==> src/rtl/bus_xchg_pkg.sv <==
// Package: shared types and constants for the request/grant exchange block.
// Assumes a two-bit bus state code in which T1..T4 map to 0..3.
package bus_xchg_pkg;

    localparam int TS_W      = 2;
    localparam int NPORTS    = 2;
    localparam int PORT_SEC  = 0;
    localparam int PORT_UP   = 1;

    typedef enum logic [TS_W-1:0] {
        TS_T1 = 2'd0,
        TS_T2 = 2'd1,
        TS_T3 = 2'd2,
        TS_T4 = 2'd3
    } tstate_e;

    typedef enum logic [3:0] {
        ST_IDLE    = 4'd0,
        ST_O_WAIT  = 4'd1,
        ST_O_GRANT = 4'd2,
        ST_O_ACK   = 4'd3,
        ST_P_WAITG = 4'd4,
        ST_P_G1    = 4'd5,
        ST_P_G2    = 4'd6,
        ST_P_ACK   = 4'd7,
        ST_DEAD    = 4'd8
    } xchg_state_e;

    // True for the bus states in which the bus may be handed over.
    function automatic logic is_boundary(input logic [TS_W-1:0] ts);
        return (ts == TS_T4) || (ts == TS_T1);
    endfunction

endpackage

==> src/rtl/bus_xchg_rst_filter.sv <==
// Reset filter: synchronises the external active-low reset and asserts the
// internal reset only after MIN_CYC consecutive synchronised low samples.
// Assumes SYNC_STAGES >= 2. Deassertion follows the synchroniser directly.
module bus_xchg_rst_filter #(
    parameter int SYNC_STAGES = 2,
    parameter int MIN_CYC     = 4
) (
    input  logic clk,
    input  logic rst_n,
    output logic rst_int_n
);
    localparam int CNT_W = $clog2(MIN_CYC + 1);

    logic [SYNC_STAGES-1:0] sync_q;
    logic [CNT_W-1:0]       cnt_q;
    logic                   rst_q;
    logic                   sync_low;

    assign sync_low  = ~sync_q[SYNC_STAGES-1];
    assign rst_int_n = rst_q;

    // Purpose: move the asynchronous pin into the clock domain.
    always_ff @(posedge clk) begin
        sync_q <= {sync_q[SYNC_STAGES-2:0], rst_n};
    end

    // Purpose: count consecutive low samples, saturating at MIN_CYC.
    always_ff @(posedge clk) begin
        if (!sync_low) begin
            cnt_q <= '0;
        end else if (cnt_q != CNT_W'(MIN_CYC)) begin
            cnt_q <= cnt_q + CNT_W'(1);
        end
    end

    // Purpose: assert internal reset on the MIN_CYC-th low sample.
    always_ff @(posedge clk) begin
        rst_q <= !(sync_low && (cnt_q >= CNT_W'(MIN_CYC - 1)));
    end

endmodule

==> src/rtl/bus_xchg_pulse_det.sv <==
// Pulse detector: turns sampled open-drain levels into pulse strobes.
// A low level counts only when this block is not pulling that line itself.
module bus_xchg_pulse_det #(
    parameter int N = 2
) (
    input  logic [N-1:0] line_i,
    input  logic [N-1:0] pull_i,
    output logic [N-1:0] pulse_o
);
    for (genvar g = 0; g < N; g++) begin : g_port
        // Purpose: mask this block's own drive on port g.
        always_comb begin
            pulse_o[g] = ~line_i[g] & ~pull_i[g];
        end
    end

endmodule

==> src/rtl/bus_xchg_fsm.sv <==
// Exchange sequencer: runs the request/grant/release sequence in owner
// mode or relays it in pass-through mode, then enforces one dead cycle.
// Assumes pulse strobes already exclude this block's own pulls.
// All outputs are registered.
module bus_xchg_fsm
    import bus_xchg_pkg::*;
(
    input  logic            clk,
    input  logic            rst_n,
    input  logic            bus_owner_i,
    input  logic [TS_W-1:0] bus_tstate_i,
    input  logic            sec_pulse_i,
    input  logic            up_pulse_i,
    output logic            sec_pull_o,
    output logic            up_pull_o,
    output logic            float_o,
    output logic            ack_o,
    output logic            err_o
);
    xchg_state_e state_q, state_d;
    logic sec_pull_q, sec_pull_d;
    logic up_pull_q, up_pull_d;
    logic float_q, float_d;
    logic ack_q, ack_d;
    logic err_q, viol;

    assign sec_pull_o = sec_pull_q;
    assign up_pull_o  = up_pull_q;
    assign float_o    = float_q;
    assign ack_o      = ack_q;
    assign err_o      = err_q;

    // Purpose: next state, next outputs and protocol violation detection.
    always_comb begin
        state_d    = state_q;
        sec_pull_d = 1'b0;
        up_pull_d  = 1'b0;
        float_d    = float_q;
        ack_d      = ack_q;
        viol       = 1'b0;
        unique case (state_q)
            ST_IDLE: begin
                float_d = 1'b0;
                ack_d   = 1'b0;
                if (sec_pulse_i) begin
                    if (bus_owner_i) begin
                        state_d = ST_O_WAIT;
                    end else begin
                        state_d   = ST_P_WAITG;
                        up_pull_d = 1'b1;
                    end
                end else if (up_pulse_i) begin
                    viol = 1'b1;
                end
            end
            ST_O_WAIT: begin
                viol = sec_pulse_i | up_pulse_i;
                if (is_boundary(bus_tstate_i)) begin
                    state_d    = ST_O_GRANT;
                    sec_pull_d = 1'b1;
                    float_d    = 1'b1;
                end
            end
            ST_O_GRANT: begin
                viol    = up_pulse_i;
                state_d = ST_O_ACK;
                ack_d   = 1'b1;
            end
            ST_O_ACK: begin
                viol = up_pulse_i;
                if (sec_pulse_i) begin
                    state_d = ST_DEAD;
                    float_d = 1'b0;
                    ack_d   = 1'b0;
                end
            end
            ST_P_WAITG: begin
                viol = sec_pulse_i;
                if (up_pulse_i) begin
                    state_d = ST_P_G1;
                end
            end
            ST_P_G1: begin
                viol       = sec_pulse_i | up_pulse_i;
                state_d    = ST_P_G2;
                sec_pull_d = 1'b1;
            end
            ST_P_G2: begin
                viol    = up_pulse_i;
                state_d = ST_P_ACK;
            end
            ST_P_ACK: begin
                viol = up_pulse_i;
                if (sec_pulse_i) begin
                    state_d   = ST_DEAD;
                    up_pull_d = 1'b1;
                end
            end
            ST_DEAD: begin
                viol    = sec_pulse_i | up_pulse_i;
                state_d = ST_IDLE;
            end
            default: begin
                state_d = ST_IDLE;
            end
        endcase
    end

    // Purpose: state and output registers with synchronous reset.
    always_ff @(posedge clk) begin
        if (!rst_n) begin
            state_q    <= ST_IDLE;
            sec_pull_q <= 1'b0;
            up_pull_q  <= 1'b0;
            float_q    <= 1'b0;
            ack_q      <= 1'b0;
            err_q      <= 1'b0;
        end else begin
            state_q    <= state_d;
            sec_pull_q <= sec_pull_d;
            up_pull_q  <= up_pull_d;
            float_q    <= float_d;
            ack_q      <= ack_d;
            err_q      <= err_q | viol;
        end
    end

endmodule

==> src/rtl/bus_xchg_ctrl.sv <==
// Top: local-bus ownership control over two open-drain request/grant lines.
// Assumes the line inputs are already sampled levels and that the pull
// outputs drive open-drain pads that bring those lines low.
module bus_xchg_ctrl
    import bus_xchg_pkg::*;
#(
    parameter int SYNC_STAGES = 2,
    parameter int RST_MIN_CYC = 4
) (
    input  logic            clk,
    input  logic            rst_n,
    input  logic            bus_owner_i,
    input  logic [TS_W-1:0] bus_tstate_i,
    input  logic            sec_line_i,
    output logic            sec_pull_o,
    input  logic            up_line_i,
    output logic            up_pull_o,
    output logic            bus_float_o,
    output logic            ack_o,
    output logic            proto_err_o
);
    logic              rst_int_n;
    logic [NPORTS-1:0] line_vec;
    logic [NPORTS-1:0] pull_vec;
    logic [NPORTS-1:0] pulse_vec;

    // Purpose: gather the port lines and own pulls into vectors.
    always_comb begin
        line_vec           = '1;
        pull_vec           = '0;
        line_vec[PORT_SEC] = sec_line_i;
        line_vec[PORT_UP]  = up_line_i;
        pull_vec[PORT_SEC] = sec_pull_o;
        pull_vec[PORT_UP]  = up_pull_o;
    end

    bus_xchg_rst_filter #(
        .SYNC_STAGES (SYNC_STAGES),
        .MIN_CYC     (RST_MIN_CYC)
    ) u_rst (
        .clk       (clk),
        .rst_n     (rst_n),
        .rst_int_n (rst_int_n)
    );

    bus_xchg_pulse_det #(
        .N (NPORTS)
    ) u_det (
        .line_i  (line_vec),
        .pull_i  (pull_vec),
        .pulse_o (pulse_vec)
    );

    bus_xchg_fsm u_fsm (
        .clk          (clk),
        .rst_n        (rst_int_n),
        .bus_owner_i  (bus_owner_i),
        .bus_tstate_i (bus_tstate_i),
        .sec_pulse_i  (pulse_vec[PORT_SEC]),
        .up_pulse_i   (pulse_vec[PORT_UP]),
        .sec_pull_o   (sec_pull_o),
        .up_pull_o    (up_pull_o),
        .float_o      (bus_float_o),
        .ack_o        (ack_o),
        .err_o        (proto_err_o)
    );

endmodule

==> config.mk <==
export PLATFORM = sky130hd
export DESIGN_NAME = bus_xchg_ctrl
export DESIGN_NICKNAME = d
export VERILOG_FILES = /design/src/rtl/bus_xchg_pkg.sv /design/src/rtl/bus_xchg_rst_filter.sv /design/src/rtl/bus_xchg_pulse_det.sv /design/src/rtl/bus_xchg_fsm.sv /design/src/rtl/bus_xchg_ctrl.sv
export SDC_FILE = /design/constraint.sdc
export NUM_CORES = 1
export LEC_CHECK = 0
export CORE_AREA = 2 2 39 41
export CTS_BUF_LIST = sky130_fd_sc_hd__clkbuf_8
export DETAILED_ROUTE_END_ITERATION = 8
export DIE_AREA = 0 0 41 43
export HOLD_SLACK_MARGIN = 0.12
export PLACE_DENSITY = 0.8
export SLEW_MARGIN = 20
export SYNTH_ARGS = -nofsm -noshare
export SYNTH_HDL_FRONTEND = slang
export SYNTH_HIERARCHICAL = 1
export SYNTH_SLANG_ARGS = --single-unit
==> constraint.sdc <==
create_clock -name clk -period 2.17 [get_ports clk]
set_input_delay 0.651 -clock clk [delete_from_list [all_inputs] [get_ports clk]]
set_output_delay 0.651 -clock clk [all_outputs]
set_load 0.1 [all_outputs]
## Word level (Yosys, flattened, before mapping)

Cells that the tools add are included.

| cells by class | value |
|---|---|
| add/sub/neg operators | 1 |
| order comparisons | 1 |
| equality and inequality tests | 15 |
| muxes and demuxes | 19 |
| bitwise operators | 9 |
| reduce and logical (&&, ||, !) cells | 13 |

Operators with widths:

| kind | number |
|---|---|
| $pmux 4 s7 | 1 |
| $eq 4x3->1 const B | 4 |
| $mux 4 | 4 |
| $ne 2x1->1 const B | 5 |
| $eq 4x2->1 const B | 2 |
| $mux 1 | 8 |
| $pmux 1 s3 | 2 |
| $reduce_bool 3->1 | 2 |
| $not 1->1 | 5 |
| $eq 4x1->1 const B | 1 |
| $eq 4x4->1 const B | 1 |
| $logic_not 4->1 | 1 |
| $pmux 1 s2 | 2 |
| $pmux 1 s4 | 1 |
| $reduce_and 4->1 | 1 |
| $reduce_or 4->1 | 1 |
| $add 3x1->3 const B | 1 |
| $ge 3x2->1 const B | 1 |
| $mux 3 | 1 |
| $ne 3x3->1 const B | 1 |
| $reduce_and 3->1 | 1 |
| $reduce_or 3->1 | 1 |
| $and 1x1->1 | 2 |
| $eq 2x2->1 const B | 1 |
| other kinds (7) | 8 |

| word-level totals | value |
|---|---|
| flip-flop bits (word level) | 15 |
| input bits | 7 |
| output and inout port bits | 5 |
| logic and storage cells | 67 |

## Logic depth before layout (Yosys ltp)

Gate-level depths: netlist of run 1.

| logic depth | value |
|---|---|
| depth after elaboration | 6 |
| mapped depth | 5 |
| depth with buffers taken out | 5 |

## Cells and area by module

Netlist of run 1, hierarchy kept.

Modules (own cells, without submodules):

| module | instances | cells each | area an instance (µm²) | sequential area each (µm²) |
|---|---|---|---|---|
| bus_xchg_fsm | 1 | 57 | 471.7 | 180.2 |
| bus_xchg_rst_filter | 1 | 22 | 230.2 | 120.1 |
| bus_xchg_pulse_det | 1 | 2 | 7.5 | 0.0 |

## Worst setup path before layout of run 1

Ideal clock, no wire load.

| timing | value |
|---|---|
| kind | register to register |
| start point | register u_fsm.sec_pull_q, in the netlist u_fsm/sec_pull_o |
| end point | register u_fsm.err_q, in the netlist u_fsm/err_o |
| setup time | 0.130 ns |
| arrival | 1.752 ns |
| required time | 2.040 ns |
| slack | 0.288 ns |
| stages on the path, launching flop included | 6 |
| buffers on the path | 0 |
| period minus slack after synthesis | 1.882 ns |
| path through | dfxtp_1 nor2_1 inv_1 nor4_1 a221oi_1 a21boi_1 |

| on the way | value |
|---|---|
| word-level cells in the longest chain between the ends | 5 |
| elaborated cells between the ends (all ways) | 6 |
| classes of those cells | 2 x mux; 4 x bitwise |

RTL lines:

| item | RTL line | source |
|---|---|---|
| from (decl) | bus_xchg_fsm.sv:21 | `logic sec_pull_q, sec_pull_d;` |
| from (signal assigned) | bus_xchg_fsm.sv:120 | `sec_pull_q <= sec_pull_d;` |
| $not 1->1 (*) | bus_xchg_pulse_det.sv:13 | `pulse_o[g] = ~line_i[g] & ~pull_i[g];` |
| $and 1x1->1 (*) | bus_xchg_pulse_det.sv:13 |  |
| net pulse_vec[0] | bus_xchg_ctrl.sv:25 | `logic [NPORTS-1:0] pulse_vec;` |
| $or 1x1->1 / $mux 1 (equally long branches) | -- |  |
| $pmux 1 s4 (*) | bus_xchg_fsm.sv:41 | `unique case (state_q)` |
| $or 1x1->1 (*) | bus_xchg_fsm.sv:124 | `err_q <= err_q \| viol;` |
| to (signal assigned) | bus_xchg_fsm.sv:124 |  |
| to (decl) | bus_xchg_fsm.sv:25 | `logic err_q, viol;` |

The timed path passes the listed nets; every way through them passes the cells marked *.
A chain may end at the register's enable or synchronous reset.

## Worst setup path in the final report of run 1

| timing | value |
|---|---|
| start point | input sec_line_i |
| end point | register u_fsm.state_q[2] |

| on the way | value |
|---|---|
| word-level cells in the longest chain between the ends | 4 |
| elaborated cells between the ends (all ways) | 5 |
| classes of those cells | 2 x eq/ne; 2 x bitwise; 1 x reduce/logical |

RTL lines:

| item | RTL line | source |
|---|---|---|
| from (decl) | bus_xchg_ctrl.sv:14 | `input logic sec_line_i,` |
| $not 1->1 (*) | bus_xchg_pulse_det.sv:13 |  |
| $and 1x1->1 (*) | bus_xchg_pulse_det.sv:13 |  |
| net pulse_vec[0] | bus_xchg_ctrl.sv:25 |  |
| $ne 2x1->1 (no line) | -- |  |
| $reduce_and 4->1 (no line) (*) | -- |  |
| to (signal assigned) | bus_xchg_fsm.sv:119 | `state_q <= state_d;` |
| to (decl) | bus_xchg_fsm.sv:20 | `xchg_state_e state_q, state_d;` |

Marks and branches as above.

==> key figures, run 1 <==
Status
  • Status: finished clean

Worst setup path
  • Data arrival, critical path: roughly 2 ns
  • Crit path launch: sec_line_i
  • Critical-path maximum fanout: 8
  • CP endpoint kind: register
  • Kind of critical path: input port to register
  • Worst R2R Start: u_fsm/state_q[0]
  • Element type at the critical path start: input port
  • CP Data Required Time: 2.32 ns
  • Register-to-register setup slack: 0.73 ns

Yosys
  • Cell taking the most area after synthesis: dfxtp_1
  • Syn nets: 91
  • Share of Yosys cell area claimed by the top area cell type: 0.423
  • Synthesized instance count: 81
  • Post-synth EDFFs: 0
  • Post-Syn Area per Cell: approximately 9 µm²
  • Yosys reg bits: 15
  • Synth top cells by count: 15 x dfxtp_1, 7 x inv_1, 6 x a21oi_1, 6 x nand2_1, 6 x nor2_1
  • Synthesized area: 709 µm²
  • Post-synth ARST share: 0
  • Netlist cell types: 31
  • Synth top area cells: dfxtp_1 42%, ha_1 5.3%, a21oi_1 4.2%, inv_1 3.7%, nand2_1 3.2%
  • Dominant synthesized flop cell: dfxtp_1
  • Seq/Total Area, Yosys: 0.423
  • Synth Warn #: 6
  • Most frequent cell after synthesis: dfxtp_1

Die
  • DIE HEIGHT: 43 µm
  • Rows: 14
  • Starting Density: 0.513
  • Die extent in x: 41 µm
  • IO Count: 12
  • CORE AREA: 1380 µm²
  • Die area: 1760 µm²

Detailed routing
  • Initial DRC Count: 10
  • DRT antenna net count: 0
  • WL final: 1.41 mm
  • Via density: about 5.7
  • Routed vias: 621
  • Wire per inst: roughly 13 µm
  • Drc violations: 0
  • Router iterations before antenna repair: 4

Final layout
  • Area of the multi-input gates: 358 µm²
  • Post-route design area: 855 µm²
  • Area Overhead vs Synth: 20.5%
  • Antenna Cells: 0
  • Core Util, Final: 0.618
  • Non-Filler Instances: around 110
  • Final nets: 104
  • Fillcell total: about 120
  • Layout cells sized above 1: 0.151
  • Area occupied by registers: 300 µm²

Timing
  • Setup TNS: 0 ns
  • Final Hold Vio Count: 0
  • Period utilization: 0.843
  • Max Slew Vio Count: 0
  • Worst slew pin tran: 0.444 ns
  • Setup-failing EPs final: 0
  • Layout Skew: 0.00230 ns
  • Slew headroom: 0.704
  • Peak Freq: 0.546 GHz
  • Crit path time final: 1.83 ns
  • Unrepaired setup endpoints after global routing: false

Hold path
  • Hold path start: u_rst/sync_q[0]
  • HP Class: register to register

Power
  • Leakage power figure: 0.370 nW
  • Peak supply drop: 0.852 mV
  • Power per cell area: 1630 nW/µm²
  • Total Power: 1.39 mW

CTS
  • CTS hold repair buffers: 0
  • # H-tree levels: 1
  • Clock transition at path regs: 0.06 ns
  • TritonCTS clock tree: yes
  • Sink Count: 15
  • CTS Root Cell: clkbuf_8
  • Resize count post-CTS: 0
  • CTS Buffer Depth: 2
  • Clock Latency Late Sink: 0.24 ns
  • CTS Buf Count: 3
  • Setup Fix Bufs, Post-CTS: 0

GRT
  • GR Overflow Total: 0
  • Antenna violations before repair: 0
  • Vias in the first global route: between 500 and 600
  • Pin count of the biggest net entering global routing: 15
  • GRT Overall Usage: 0.199
  • First-pass GRT wire length: 2.30 mm

Flow run
  • Total of max-cap violations: 0

Placed design
  • Placed wire-length estimate: about 1.0 mm
  • Routability Congestion: 0.709
  • Dpl cells: 105
  • Placed instance area: 810 µm²
  • Buffers on Ports: 11
## cell type report
cell class                      count  area share
Multi-Input combinational cell     55       0.419
Sequential cell                    15       0.351
Timing Repair Buffer               12       0.123
Clock buffer                        3      0.0483
Inverter                            7      0.0307
Tap cell                           16      0.0234
Clock inverter                      1     0.00439
## through the flow
step | setup WS (ns) | hold WS [ns]
finish | 0.340 | 0.335
global route | 0.139 | 0.348
CTS | 0.353 | 0.340
detailed placement | 0.101 | 0.320
global placement | 0.142 | 0.314
floorplan | 0.288 | 0.310
## placed cells by master, fill, tap and decap left out, drive strengths merged
cell            n
nor2b           2
xor2            1
a21boi          3
mux2i           1
nand3           3
nand2           6
inv             8
a221oi          1
a31oi           3
buf             6
o221ai          1
or2             1
a2111oi         2
clkdlybuf4s50   6
dfxtp          15
and3            1
a21oi           6
and2b           1
nor4            2
a21o            1
ha              3
a211oi          1
o21ai           2
a21bo           1
clkbuf          3
o31ai           1
a22oi           1
nor2            6
and4            1
nor3            4
## layer usage
metal	up-vias	global-route usage	routed length, µm
li1	315	-	-
met1	287	0.242	628
met2	17	0.300	712
met3	2	0.0471	57
met4	0	0.120	15
met5	-	0	0
## critical path: stages
cell and delay, ns:
clkdlybuf4s50_1 0.39, nor2_1 0.08, buf_4 0.14, inv_1 0.07, nor4_1 0.30, a21oi_1 0.12
nor3_1 0.21
## flip-flops by register name (all words and copies together) (netlist names)
name and count:
u_fsm/sec_pull_o 1, u_rst/cnt_q 3, u_fsm/err_o 1, u_fsm/up_pull_o 1, u_fsm/ack_o 1, u_fsm/float_o 1, u_rst/sync_q 2, u_rst/rst_int_n 1
u_fsm/state_q 4
## report_power, final
group / leakage, nW / switching, mW / internal, mW
Clock: 0.0269 / 0.0908 / 0.125
Sequential: 0.125 / 0.146 / 0.367
Combinational: 0.219 / 0.431 / 0.230
## cells by family after synthesis
| family | share of synthesized area |
|---|---|
| flip-flops | 0.423 |
| AO/OA/AOI/OAI | 0.231 |
| adder cells (fa/ha/maj) | 0.0529 |
| multiplexers | 0.0141 |
| XOR/XNOR | 0.0123 |
| buffers and inverters | 0.0723 |
| AND/OR/NAND/NOR | 0.194 |
## final timing paths
path / to / cells past startpoint
setup / recovery: u_fsm/state_q[2] / 7
hold / removal: u_rst/sync_q[1] / 0
setup reg to reg: u_fsm/float_o / 4
hold reg to reg: u_rst/sync_q[1] / 0
No activity file was read; power rests on OpenSTA's default activity.
==> run 2, diff against run 1 <==
--- a/config.mk
+++ b/config.mk
@@ -5,10 +5,10 @@
 export SDC_FILE = /design/constraint.sdc
 export NUM_CORES = 1
 export LEC_CHECK = 0
-export CORE_AREA = 2 2 39 41
+export CORE_MARGIN = 2
+export CORE_UTILIZATION = 53
 export CTS_BUF_LIST = sky130_fd_sc_hd__clkbuf_8
 export DETAILED_ROUTE_END_ITERATION = 8
-export DIE_AREA = 0 0 41 43
 export HOLD_SLACK_MARGIN = 0.12
 export PLACE_DENSITY = 0.8
 export SLEW_MARGIN = 20
==> constraint.sdc (replaced) <==
create_clock -name clk -period 1.7 [get_ports clk]
set_input_delay 0.51 -clock clk [delete_from_list [all_inputs] [get_ports clk]]
set_output_delay 0.51 -clock clk [all_outputs]
set_load 0.1 [all_outputs]
==> run 2 against run 1 <==
  * Non-clock buffer count rose by 5
  * Final area rose by 13%
  * Flip-flop and latch count did not move
  * Highest routed layer unchanged
  * Routed wire length rose by 1.3%
  * Clock-buffer cell count did not move
  * Global-route usage rose by 2.7 points
  * Cell count rose by 3.7%
  * Critical endpoint is now u_fsm/float_o
  * Register-to-register slack got worse by 0.48 ns
  * Utilization rose by 14 points
  * Via count rose by 2.4%
==> key figures, run 2 (same netlist as run 1, synthesis figures left out) <==
Status
  • Status: finished clean

Final layout
  • Most frequent cells in the layout: 13 x dfxtp_1, 8 x inv_1
  • Most flop-heavy register: u_fsm/state_q
  • Most common library cell in the layout ignoring fill and taps: dfxtp_1
  • Final nets: 109 (+4.8%)
  • Core Util, Final: 0.759 (+0.142)
  • Antenna Cells: 0 (unchanged)
  • Layout cells sized above 1: 0.224 (+0.0740)
  • Area occupied by registers: 303 µm² (+0.83%)
  • Area of the multi-input gates: 365 µm² (+2.1%)
  • Top flop regs: u_fsm/state_q: 4 flops, u_rst/cnt_q: 3 flops, u_rst/sync_q: 2 flops
  • Fillcell total: 95 (-22%)
  • Largest register FFs: 4 (unchanged)
  • Area Overhead vs Synth: 35.8%

CTS
  • Clock Latency Late Sink: 0.24 ns (about the same)
  • CTS Buf Count: 3 (unchanged)
  • CTS Root Cell: clkbuf_8
  • Sink Count: 15 (unchanged)
  • CTS hold repair buffers: 0 (unchanged)
  • # H-tree levels: 1 (unchanged)
  • Clock transition at path regs: 0.06 ns (about the same)
  • TritonCTS clock tree: yes
  • CTS Buffer Depth: 2 (unchanged)

Timing
  • Setup WS post-layout: 0.114 ns (-0.226 ns)
  • Slew headroom: 0.693 (-0.0110)
  • Worst slew pin tran: 0.460 ns (+0.0165 ns)
  • Peak Freq: approximately 0.63 GHz
  • Final Hold Vio Count: 0 (unchanged)
  • Period utilization: 0.933
  • Crit path time final: roughly 1.6 ns
  • Layout Skew: 0.00424 ns (+0.00194 ns)
  • Setup-failing EPs final: 0 (unchanged)
  • Final Hold Slack: 0.336 ns (+0.000581 ns)
  • Unrepaired setup endpoints after global routing: false
  • Max Slew Vio Count: 0 (unchanged)

Hold path
  • Hold path start: u_rst/sync_q[0]
  • HP Class: register to register

Worst setup path
  • Kind of cell adding the most delay to the critical path: buffers and inverters
  • Data arrival, critical path: 1.77 ns (-0.21 ns)
  • Crit path launch: sec_line_i
  • CP cell instances: clkdlybuf4s50_1 -> nor2_4 -> buf_4 -> and3_2 -> o21ai_0 -> nand2_1 -> nor2_1
  • Critical-path maximum fanout: 5 (-3)
  • Worst Path Buf+Inv: 2 (-1)
  • Kind of critical path: input port to register
  • Element type at the critical path start: input port
  • Max incr delay on CP: 0.50 ns (+0.11 ns)
  • CP endpoint kind: register
  • CP max stage cell: clkdlybuf4s50_1
  • Worst R2R Start: u_fsm/state_q[0]
  • CP Data Required Time: 1.88 ns (-0.44 ns)

Power
  • Leakage power figure: 0.415 nW (+12%)
  • Power per cell area: 2010 nW/µm² (+24%)
  • Peak supply drop: 1.12 mV (+32%)

GRT
  • First-pass GRT wire length: 2.44 mm (+6.3%)
  • Vias in the first global route: 602 (+10%)
  • Antenna violations before repair: 0 (unchanged)
  • GR Overflow Total: 0 (unchanged)
  • GRT Overall Usage: 0.225 (+0.0267)
  • Pin count of the biggest net entering global routing: 15 (unchanged)

Detailed routing
  • Wire per inst: 12.7 µm (-2.3%)
  • DRT antenna net count: 0 (unchanged)
  • Drc violations: 0 (unchanged)
  • Router iterations before antenna repair: 4 (unchanged)
  • WL final: 1.43 mm (+1.3%)
  • Routed vias: 636 (+2.4%)
  • Via density: 5.63 (-1.2%)
  • Initial DRC Count: 7 (-3)

Die
  • Rows: 13 (-1)
  • CORE AREA: 1270 µm² (-8.3%)
  • DIE HEIGHT: 40.6 µm (-5.6%)
  • IO Count: 12 (unchanged)
  • Starting Density: 0.559 (+0.0465)
  • Die extent in x: 40.6 µm (-1.0%)
  • Die area: 1650 µm² (-6.6%)

Flow run
  • Total of max-cap violations: 0 (unchanged)

Placed design
  • Pre-CTS worst setup slack: -0.204 ns (-0.305 ns)
  • Routability Congestion: 0.774 (+9.2%)
  • Placed wire-length estimate: 1.05 mm (+1.3%)
  • Buffers on Ports: 11 (unchanged)
-- run 2: cell types whose count changed in the layout (fill, tap and decap cells not counted) --
cell	before	now
dfxtp_2	0	2
nor2_1	6	5
dfxtp_1	15	13
nor2_4	0	1
buf_12	0	5
-- run 2: final timing paths --
| path | cells after the start | slack (ns) | end |
|---|---|---|---|
| max | 7 | 0.11 | u_fsm/float_o |
| min | 0 | 0.34 | u_rst/sync_q[1] |
| max reg2reg | 4 | 0.25 | u_fsm/state_q[0] |
| min reg2reg | 0 | 0.34 | u_rst/sync_q[1] |
-- run 2: repair_timing --
action,4_1_cts,5_1_grt
endpoints found under the setup margin,0,3
gates resized for setup,0,2
buffers inserted,0,0
endpoints found under the hold margin,0,0
-- run 2: power by group --
part           switching [mW]  total [mW]  internal (mW)
combinational           0.557       0.979          0.422
clock                   0.109       0.268          0.159
sequential              0.216       0.689          0.473
total                   0.882        1.94           1.05
-- run 2: routing by layer --
layer  track usage  part of all wire  up-vias
met2         0.393              0.50       12
met1         0.252              0.45      301
met4         0.125            0.0098        0
li1              -                 -      321
met5             0                 0        -
met3        0.0444             0.035        2
-- run 2: final cells by class --
cell class | count | share of cell area
clock buffer | 3 | 0.0429
sequential | 15 | 0.314
clock inverter | 1 | 0.00390
timing repair buffer | 17 | 0.213
tap | 15 | 0.0195
multi-input combinational | 55 | 0.379
inverter | 7 | 0.0273
-- run 2: through the flow --
| step | power [mW] | cell area [µm²] | cells | TNS, ns |
|---|---|---|---|---|
| after floorplan | 1.34 | 712 | 81 | 0 |
| after global placement | 1.63 | 911 | 109 | -0.405 |
| after detailed placement | 1.66 | 911 | 109 | -0.607 |
| after CTS | 1.93 | 956 | 113 | 0 |
| after global routing | 2.06 | 963 | 113 | 0 |
| final | 1.94 | 963 | 113 | 0 |
==> run 3, diff against run 2 <==
--- a/config.mk
+++ b/config.mk
@@ -8,6 +8,7 @@
 export CORE_MARGIN = 2
 export CORE_UTILIZATION = 53
 export CTS_BUF_LIST = sky130_fd_sc_hd__clkbuf_8
+export CTS_CLUSTER_DIAMETER = 60
 export DETAILED_ROUTE_END_ITERATION = 8
 export HOLD_SLACK_MARGIN = 0.12
 export PLACE_DENSITY = 0.8
==> results of run 3 <==
Final layout, timing and power as in run 2 (identical DEF).
